`config.mk`:
```
export PLATFORM = sky130hd
export DESIGN_NAME = disk_outctl
export DESIGN_NICKNAME = d
export VERILOG_FILES = /design/src/rtl/disk_outctl_pkg.sv /design/src/rtl/disk_outctl_ctrl.sv /design/src/rtl/disk_outctl_dp.sv /design/src/rtl/disk_outctl.sv
export SDC_FILE = /design/constraint.sdc
export NUM_CORES = 1
export LEC_CHECK = 0
export ABC_CLOCK_PERIOD_IN_PS = 1800
export CORE_MARGIN = 2
export CORE_UTILIZATION = 42
export CTS_CLUSTER_SIZE = 20
export DETAILED_ROUTE_END_ITERATION = 10
export PLACE_DENSITY = 0.94
export SLEW_MARGIN = 5
export SYNTH_ARGS = -nofsm -noshare
export SYNTH_HDL_FRONTEND = slang
export SYNTH_SLANG_ARGS = --single-unit
```
`constraint.sdc`:
```
create_clock -name clk -period 1.8 [get_ports clk]
set_input_delay 0.18 -clock clk [delete_from_list [all_inputs] [get_ports clk]]
set_output_delay 0.18 -clock clk [all_outputs]
set_load 0.03 [all_outputs]
```
`src/rtl/disk_outctl_pkg.sv`:
```
package disk_outctl_pkg;

  localparam int DATA_W     = 8;
  localparam int NUM_DRIVES = 4;
  localparam int SEL_W      = $clog2(NUM_DRIVES);

  // Field positions inside the control byte
  localparam int SEL_LSB   = 0;
  localparam int RST_BIT   = 2;
  localparam int DMA_BIT   = 3;
  localparam int MOTOR_LSB = 4;

  // Field positions inside the status byte
  localparam int STAT_DS0_BIT = 5;
  localparam int STAT_DS1_BIT = 6;
  localparam int STAT_DRV_BIT = 7;

  typedef enum logic [1:0] {
    IF_AT   = 2'b00,
    IF_M30  = 2'b01,
    IF_PS2  = 2'b10,
    IF_RSVD = 2'b11
  } ifMode_e;

  // Strobes from the control to the datapath
  typedef struct packed {
    logic wrCtl;
    logic rdCtl;
    logic rdStat;
    logic rstHold;
  } ctlStrobe_t;

endpackage

```
`src/rtl/disk_outctl_ctrl.sv`:
```
module disk_outctl_ctrl
  import disk_outctl_pkg::*;
#(
  parameter int ADDR_W      = 3,
  parameter int CTL_OFS     = 2,
  parameter int STAT_OFS    = 1,
  parameter int MIN_RST_CYC = 5
) (
  input  logic              clk,
  input  logic              rstN,
  input  logic [ADDR_W-1:0] busAddr,
  input  logic              busWrEn,
  input  logic              busRdEn,
  input  logic              wrRstBit,
  output ctlStrobe_t        strobe
);

  localparam int CNT_W = $clog2(MIN_RST_CYC + 1);
  localparam logic [CNT_W-1:0] CNT_LOAD = CNT_W'(MIN_RST_CYC);

  logic hitCtl;
  logic hitStat;
  logic clearReq;
  logic [CNT_W-1:0] holdCnt;

  assign hitCtl  = (busAddr == ADDR_W'(CTL_OFS));
  assign hitStat = (busAddr == ADDR_W'(STAT_OFS));

  // A write that clears the reset bit starts a new minimum-width window
  assign clearReq = busWrEn & hitCtl & ~wrRstBit;

  // Pulse stretcher: also loaded by hardware reset so the first pulse is wide
  always_ff @(posedge clk or negedge rstN) begin
    if (!rstN) begin
      holdCnt <= CNT_LOAD;
    end else if (clearReq) begin
      holdCnt <= CNT_LOAD;
    end else if (holdCnt != '0) begin
      holdCnt <= holdCnt - 1'b1;
    end
  end

  always_comb begin
    strobe.wrCtl   = busWrEn & hitCtl;
    strobe.rdCtl   = busRdEn & hitCtl;
    strobe.rdStat  = busRdEn & hitStat;
    strobe.rstHold = (holdCnt != '0);
  end

endmodule

```
`src/rtl/disk_outctl_dp.sv`:
```
module disk_outctl_dp
  import disk_outctl_pkg::*;
(
  input  logic                  clk,
  input  logic                  rstN,
  input  ctlStrobe_t            strobe,
  input  logic [DATA_W-1:0]     busWrData,
  output logic [DATA_W-1:0]     busRdData,
  input  logic [1:0]            ifMode,
  input  logic                  drv2N,
  input  logic                  dackInN,
  input  logic                  tcIn,
  output logic [NUM_DRIVES-1:0] driveSelN,
  output logic [NUM_DRIVES-1:0] motorOn,
  output logic                  softRst,
  output logic                  drqOe,
  output logic                  intOe,
  output logic                  dackN,
  output logic                  tcOut
);

  // Drive 0 selected after reset, because the drive field clears to zero
  localparam logic [NUM_DRIVES-1:0] SEL_RST = ~{{(NUM_DRIVES-1){1'b0}}, 1'b1};

  logic [DATA_W-1:0]     ctlQ;
  logic [NUM_DRIVES-1:0] selNQ;
  logic [NUM_DRIVES-1:0] motorQ;
  logic [NUM_DRIVES-1:0] selDecN;
  logic [NUM_DRIVES-1:0] motorNext;
  logic [SEL_W-1:0]      wrSel;
  logic                  pathOpen;
  ifMode_e               modeSel;

  assign wrSel = busWrData[SEL_LSB +: SEL_W];

  // Select decode and motor extraction for the write data
  for (genvar g = 0; g < NUM_DRIVES; g++) begin : g_drive
    assign selDecN[g]   = (wrSel != SEL_W'(g));
    assign motorNext[g] = busWrData[MOTOR_LSB + g];
  end

  // Register and registered pin outputs update on the same edge
  always_ff @(posedge clk or negedge rstN) begin
    if (!rstN) begin
      ctlQ   <= '0;
      selNQ  <= SEL_RST;
      motorQ <= '0;
    end else if (strobe.wrCtl) begin
      ctlQ   <= busWrData;
      selNQ  <= selDecN;
      motorQ <= motorNext;
    end
  end

  assign driveSelN = selNQ;
  assign motorOn   = motorQ;

  // Reset request: bit low, or the minimum-width window still running
  assign softRst = ~ctlQ[RST_BIT] | strobe.rstHold;

  // Handshake gating by interface mode
  assign modeSel  = ifMode_e'(ifMode);
  assign pathOpen = (modeSel == IF_PS2) | ctlQ[DMA_BIT];

  always_comb begin
    drqOe = pathOpen;
    intOe = pathOpen;
    dackN = pathOpen ? dackInN : 1'b1;
    tcOut = pathOpen ? tcIn    : 1'b0;
  end

  // Read mux
  always_comb begin
    busRdData = '0;
    if (strobe.rdCtl) begin
      busRdData = ctlQ;
    end else if (strobe.rdStat) begin
      busRdData[STAT_DS0_BIT] = selNQ[0];
      busRdData[STAT_DS1_BIT] = selNQ[1];
      busRdData[STAT_DRV_BIT] = drv2N;
    end
  end

endmodule

```
`src/rtl/disk_outctl.sv`:
```
module disk_outctl
  import disk_outctl_pkg::*;
#(
  parameter int ADDR_W      = 3,
  parameter int CTL_OFS     = 2,
  parameter int STAT_OFS    = 1,
  parameter int MIN_RST_CYC = 5
) (
  input  logic              clk,
  input  logic              rstN,
  input  logic [ADDR_W-1:0] busAddr,
  input  logic              busWrEn,
  input  logic              busRdEn,
  input  logic [7:0]        busWrData,
  output logic [7:0]        busRdData,
  input  logic [1:0]        ifMode,
  input  logic              drv2N,
  input  logic              dackInN,
  input  logic              tcIn,
  output logic [3:0]        driveSelN,
  output logic [3:0]        motorOn,
  output logic              softRst,
  output logic              drqOe,
  output logic              intOe,
  output logic              dackN,
  output logic              tcOut
);

  ctlStrobe_t strobe;

  disk_outctl_ctrl #(
    .ADDR_W      (ADDR_W),
    .CTL_OFS     (CTL_OFS),
    .STAT_OFS    (STAT_OFS),
    .MIN_RST_CYC (MIN_RST_CYC)
  ) u_ctrl (
    .clk      (clk),
    .rstN     (rstN),
    .busAddr  (busAddr),
    .busWrEn  (busWrEn),
    .busRdEn  (busRdEn),
    .wrRstBit (busWrData[RST_BIT]),
    .strobe   (strobe)
  );

  disk_outctl_dp u_dp (
    .clk       (clk),
    .rstN      (rstN),
    .strobe    (strobe),
    .busWrData (busWrData),
    .busRdData (busRdData),
    .ifMode    (ifMode),
    .drv2N     (drv2N),
    .dackInN   (dackInN),
    .tcIn      (tcIn),
    .driveSelN (driveSelN),
    .motorOn   (motorOn),
    .softRst   (softRst),
    .drqOe     (drqOe),
    .intOe     (intOe),
    .dackN     (dackN),
    .tcOut     (tcOut)
  );

endmodule

```
==> run_summary.xml <==
<?xml version="1.0" encoding="UTF-8"?>
<metrics>
  <group name="grt">
    <metric name="maximum_number_of_pins_on_one_net_before_global_route_repair" unit="">16</metric>
    <metric name="first_global_vias" unit="">665</metric>
    <metric name="grt_first_pass_wirelength" unit="um">2840</metric>
    <metric name="antenna_violations_before_repair" unit="">0</metric>
    <metric name="globalRouteOverflowTotal" unit="">0</metric>
    <metric name="gr-usage-all-layers" unit="%">18.3</metric>
  </group>
  <group name="timing">
    <metric name="final.hold.worst_slack" unit="ns">0.284</metric>
    <metric name="report.final.setup_viol" unit="">0</metric>
    <metric name="final_min_period_over_clock_period" unit="%">97.1</metric>
    <metric name="setup_repair_after_global_routing_missed_its_margin" unit="">false</metric>
    <metric name="setup_total_neg_slack" unit="ns">0</metric>
    <metric name="timing.clock.skew" unit="ns">0.00418</metric>
    <metric name="final_max_slew_viol_count" unit="">0</metric>
    <metric name="tightest_slew" unit="ns">0.626</metric>
    <metric name="final_hold_fails" unit="">0</metric>
    <metric name="timing.fmax" unit="MHz">572</metric>
    <metric name="maxSlewHeadroom" unit="%">58.2</metric>
    <metric name="period_needed" unit="ns">1.75</metric>
  </group>
  <group name="layout">
    <metric name="sequential_cell_area" unit="um^2">382</metric>
    <metric name="post-route-cell-area" unit="mm^2">0.00120</metric>
    <metric name="multi_input_gate_area_in_the_final_layout" unit="um^2">348</metric>
    <metric name="diodes" unit="">0</metric>
    <metric name="final_net_count" unit="">150</metric>
    <metric name="filler_cell_count" unit="">150</metric>
    <metric name="final_layout_size_suffix_gt1_share" unit="%">16.5</metric>
    <metric name="area_growth_syn_to_layout" unit="%">48.7</metric>
  </group>
  <group name="logic_synthesis">
    <metric name="synthTopCellsByArea" unit="">sky130_fd_sc_hd__dfrtp_1, sky130_fd_sc_hd__dfstp_2, sky130_fd_sc_hd__nand2_1</metric>
    <metric name="syn-num-nets" unit="">111</metric>
    <metric name="syn_avg_cell_area" unit="um^2">9.10</metric>
    <metric name="synthMuxAreaShare" unit="%">1.24</metric>
    <metric name="synthCells" unit="">89</metric>
    <metric name="post_synth_fa_ha_maj_area_fraction" unit="%">3.09</metric>
    <metric name="combinational_family_with_the_most_area_after_synthesis" unit="">simple AND/OR/NAND/NOR gates</metric>
    <metric name="synth.cell_area" unit="um^2">810</metric>
    <metric name="synth_seq_area_share" unit="%">47.1</metric>
    <metric name="synth.top_cell.area_share" unit="%">30.9</metric>
    <metric name="synth.largest_area_cell" unit="">sky130_fd_sc_hd__dfrtp_1</metric>
    <metric name="post_synth_num_cell_types" unit="">25</metric>
    <metric name="synth_compound_gate_area_share" unit="%">10.7</metric>
    <metric name="share_of_synthesized_cell_area_in_and_or_nand_and_nor_gates" unit="%">26.9</metric>
    <metric name="xor_xnor_share_of_the_synthesized_area" unit="%">1.08</metric>
    <metric name="number_of_flip_flops_and_latches_in_the_synthesized_netlist" unit="">15</metric>
    <metric name="yosysWarningCount" unit="">0</metric>
  </group>
  <group name="cts">
    <metric name="clk-insertion-delay-late" unit="ns">0.28</metric>
    <metric name="clock_root_cell" unit="">sky130_fd_sc_hd__clkbuf_4</metric>
    <metric name="cts_made_buffers" unit="">3</metric>
    <metric name="cts_num_sinks" unit="">15</metric>
    <metric name="htree_num_levels" unit="">1</metric>
    <metric name="post_cts_hold_buffer_count" unit="">0</metric>
    <metric name="tritoncts" unit="">done</metric>
    <metric name="clkTransAtPathRegs" unit="ns">0.08</metric>
    <metric name="cts_setup_buffers" unit="">0</metric>
    <metric name="clock_tree.buffer_depth" unit="">2</metric>
  </group>
  <group name="placed_design">
    <metric name="dp.final_hpwl" unit="um">1590</metric>
    <metric name="place.port_buffers" unit="">40</metric>
    <metric name="place_congestion" unit="">0.747</metric>
    <metric name="placed_cell_area" unit="mm^2">0.00117</metric>
  </group>
  <group name="die">
    <metric name="overall_die_width" unit="um">47.9</metric>
    <metric name="die_area" unit="mm^2">0.00229</metric>
    <metric name="floorplan.die.height" unit="um">47.9</metric>
    <metric name="ioPinCount" unit="">41</metric>
    <metric name="core-area" unit="mm^2">0.00176</metric>
    <metric name="starting_density_of_the_core" unit="%">45.9</metric>
    <metric name="num_rows" unit="">15</metric>
  </group>
  <group name="routing">
    <metric name="detail_route.first_pass.iterations" unit="">4</metric>
    <metric name="detail_route.wirelength" unit="um">1900</metric>
    <metric name="drt-initial-drc-count" unit="">12</metric>
    <metric name="viasPerCell" unit="">4.85</metric>
    <metric name="vias" unit="">737</metric>
    <metric name="route.detailed.drc" unit="">0</metric>
    <metric name="detail_route.wl_per_cell" unit="um">12.5</metric>
    <metric name="ant_nets" unit="">0</metric>
  </group>
  <group name="setup_path">
    <metric name="startpoint_type" unit="">input port</metric>
    <metric name="critPathKind" unit="">input port to output pin</metric>
    <metric name="timing.critical_path.to_type" unit="">output pin</metric>
    <metric name="worstPathRequired" unit="ns">1.62</metric>
    <metric name="critical_path_peak_fanout" unit="">3</metric>
    <metric name="cp_data_arrival_time" unit="ns">1.57</metric>
    <metric name="critPathLaunch" unit="">ifMode[0]</metric>
    <metric name="r2r-start" unit="">u_ctrl.holdCnt[0]</metric>
  </group>
  <group name="worst_hold_path">
    <metric name="timing.hold.worst.class" unit="">input port to asynchronous set/reset pin</metric>
  </group>
  <group name="status">
    <metric name="run_status" unit="">finished clean</metric>
  </group>
  <group name="flow_run">
    <metric name="max_capacitance_violation_total" unit="">0</metric>
  </group>
  <group name="power_and_ir_drop">
    <metric name="irDropWorstVdd" unit="mV">0.825</metric>
    <metric name="p_leak" unit="nW">0.566</metric>
    <metric name="powerDensity" unit="mW/mm^2">1000</metric>
  </group>
</metrics>
## registers in the layout, summed over array words and instances (netlist names)
signal and count:
u_dp.ctlQ 4, u_ctrl.holdCnt 3, u_dp.driveSelN 4, u_dp.motorOn 4
## Yosys cell counts (all sizes together)
cell     count
nand4bb      1
xnor2        1
or2          1
a31oi        4
buf          7
o21ai        5
nor2b        3
dfrtp       10
and4bb       1
a221oi       1
dfstp        5
nand2b       2
nand2       18
ha           2
a21oi        1
nor2         9
nand3b       1
mux2i        1
and2         5
nor3b        1
inv          7
a22oi        3
## path summary, 6_finish.rpt
kind	end	slack [ns]	cells after the start
min	u_dp.ctlQ[1]	0.28	1
max reg2reg	u_ctrl.holdCnt[1]	0.44	5
min reg2reg	u_dp.ctlQ[3]	0.50	2
min in group clk	u_dp.motorOn[1]	0.43	3
max in group asynchronous	u_dp.motorOn[2]	1.11	1
max	tcOut	0.05	5
## placed cells by master (no fill, tap or decap), drive strengths merged, types with 3 or more instances in the layout
master and instances:
clkdlybuf4s50 28, nor2 9, nand2 18, clkbuf 4
inv 7, o21ai 5, dfrtp 10, a22oi 3
and2 5, a31oi 4, buf 10, dfstp 5
nor2b 3
## per-stage QoR
step | setup WS [ns] | std cells | power, mW | utilization (%)
final | 0.0528 | 152 | 1.21 | 68.2
after CTS | 0.00743 | 152 | 1.22 | 67.9
after detailed placement | 0.00808 | 148 | 1.04 | 66.5
after global placement | 0.106 | 148 | 1.00 | 66.5
after floorplan | 0.506 | 89 | 0.850 | -
after global routing | 0.0000844 | 152 | 1.29 | 68.2
## worst max-delay path, cell delays in order
cell and delay (ns):
sky130_fd_sc_hd__clkdlybuf4s50_1 0.45, sky130_fd_sc_hd__inv_1 0.04, sky130_fd_sc_hd__a21oi_1 0.22, sky130_fd_sc_hd__nor2b_1 0.07, sky130_fd_sc_hd__clkdlybuf4s50_1 0.60
## metal layers
metal,wire [um],global-route usage (%),vias to the layer above
met1,693,20.6,346
met2,1060,32.5,23
met4,46,11.4,0
li1,-,-,364
met5,0,0,-
met3,103,2.26,4
## cell families (layout without fill, tap and decap cells)
logic type,count (synthesis),count (layout)
AOI/OAI and AO/OA,14,14
xor gates and xnor gates,1,1
adders and majority gates,2,2
buffers and inverters,14,52
DFF,15,15
muxes,1,1
and+or+nand+nor,42,42
## power by group
group	internal, mW	switching, mW
Combinational	0.236	0.273
Sequential	0.453	0.0635
Clock	0.0860	0.0977
## layout make-up
type | instances | share of cell area (%)
clock buffers | 4 | 2.18
multi-input cells | 60 | 28.9
flip-flops and latches | 15 | 31.7
repair buffers | 41 | 32.4
inverters | 7 | 2.18
well taps | 25 | 2.60
## timing repair
action                                  CTS  global route
endpoints found under the setup margin    1             3
gates resized for setup                   1             3
pin swaps                                 0             0
hold endpoints to repair                  0             0
Note: power is estimated with default switching activity, not from simulation.
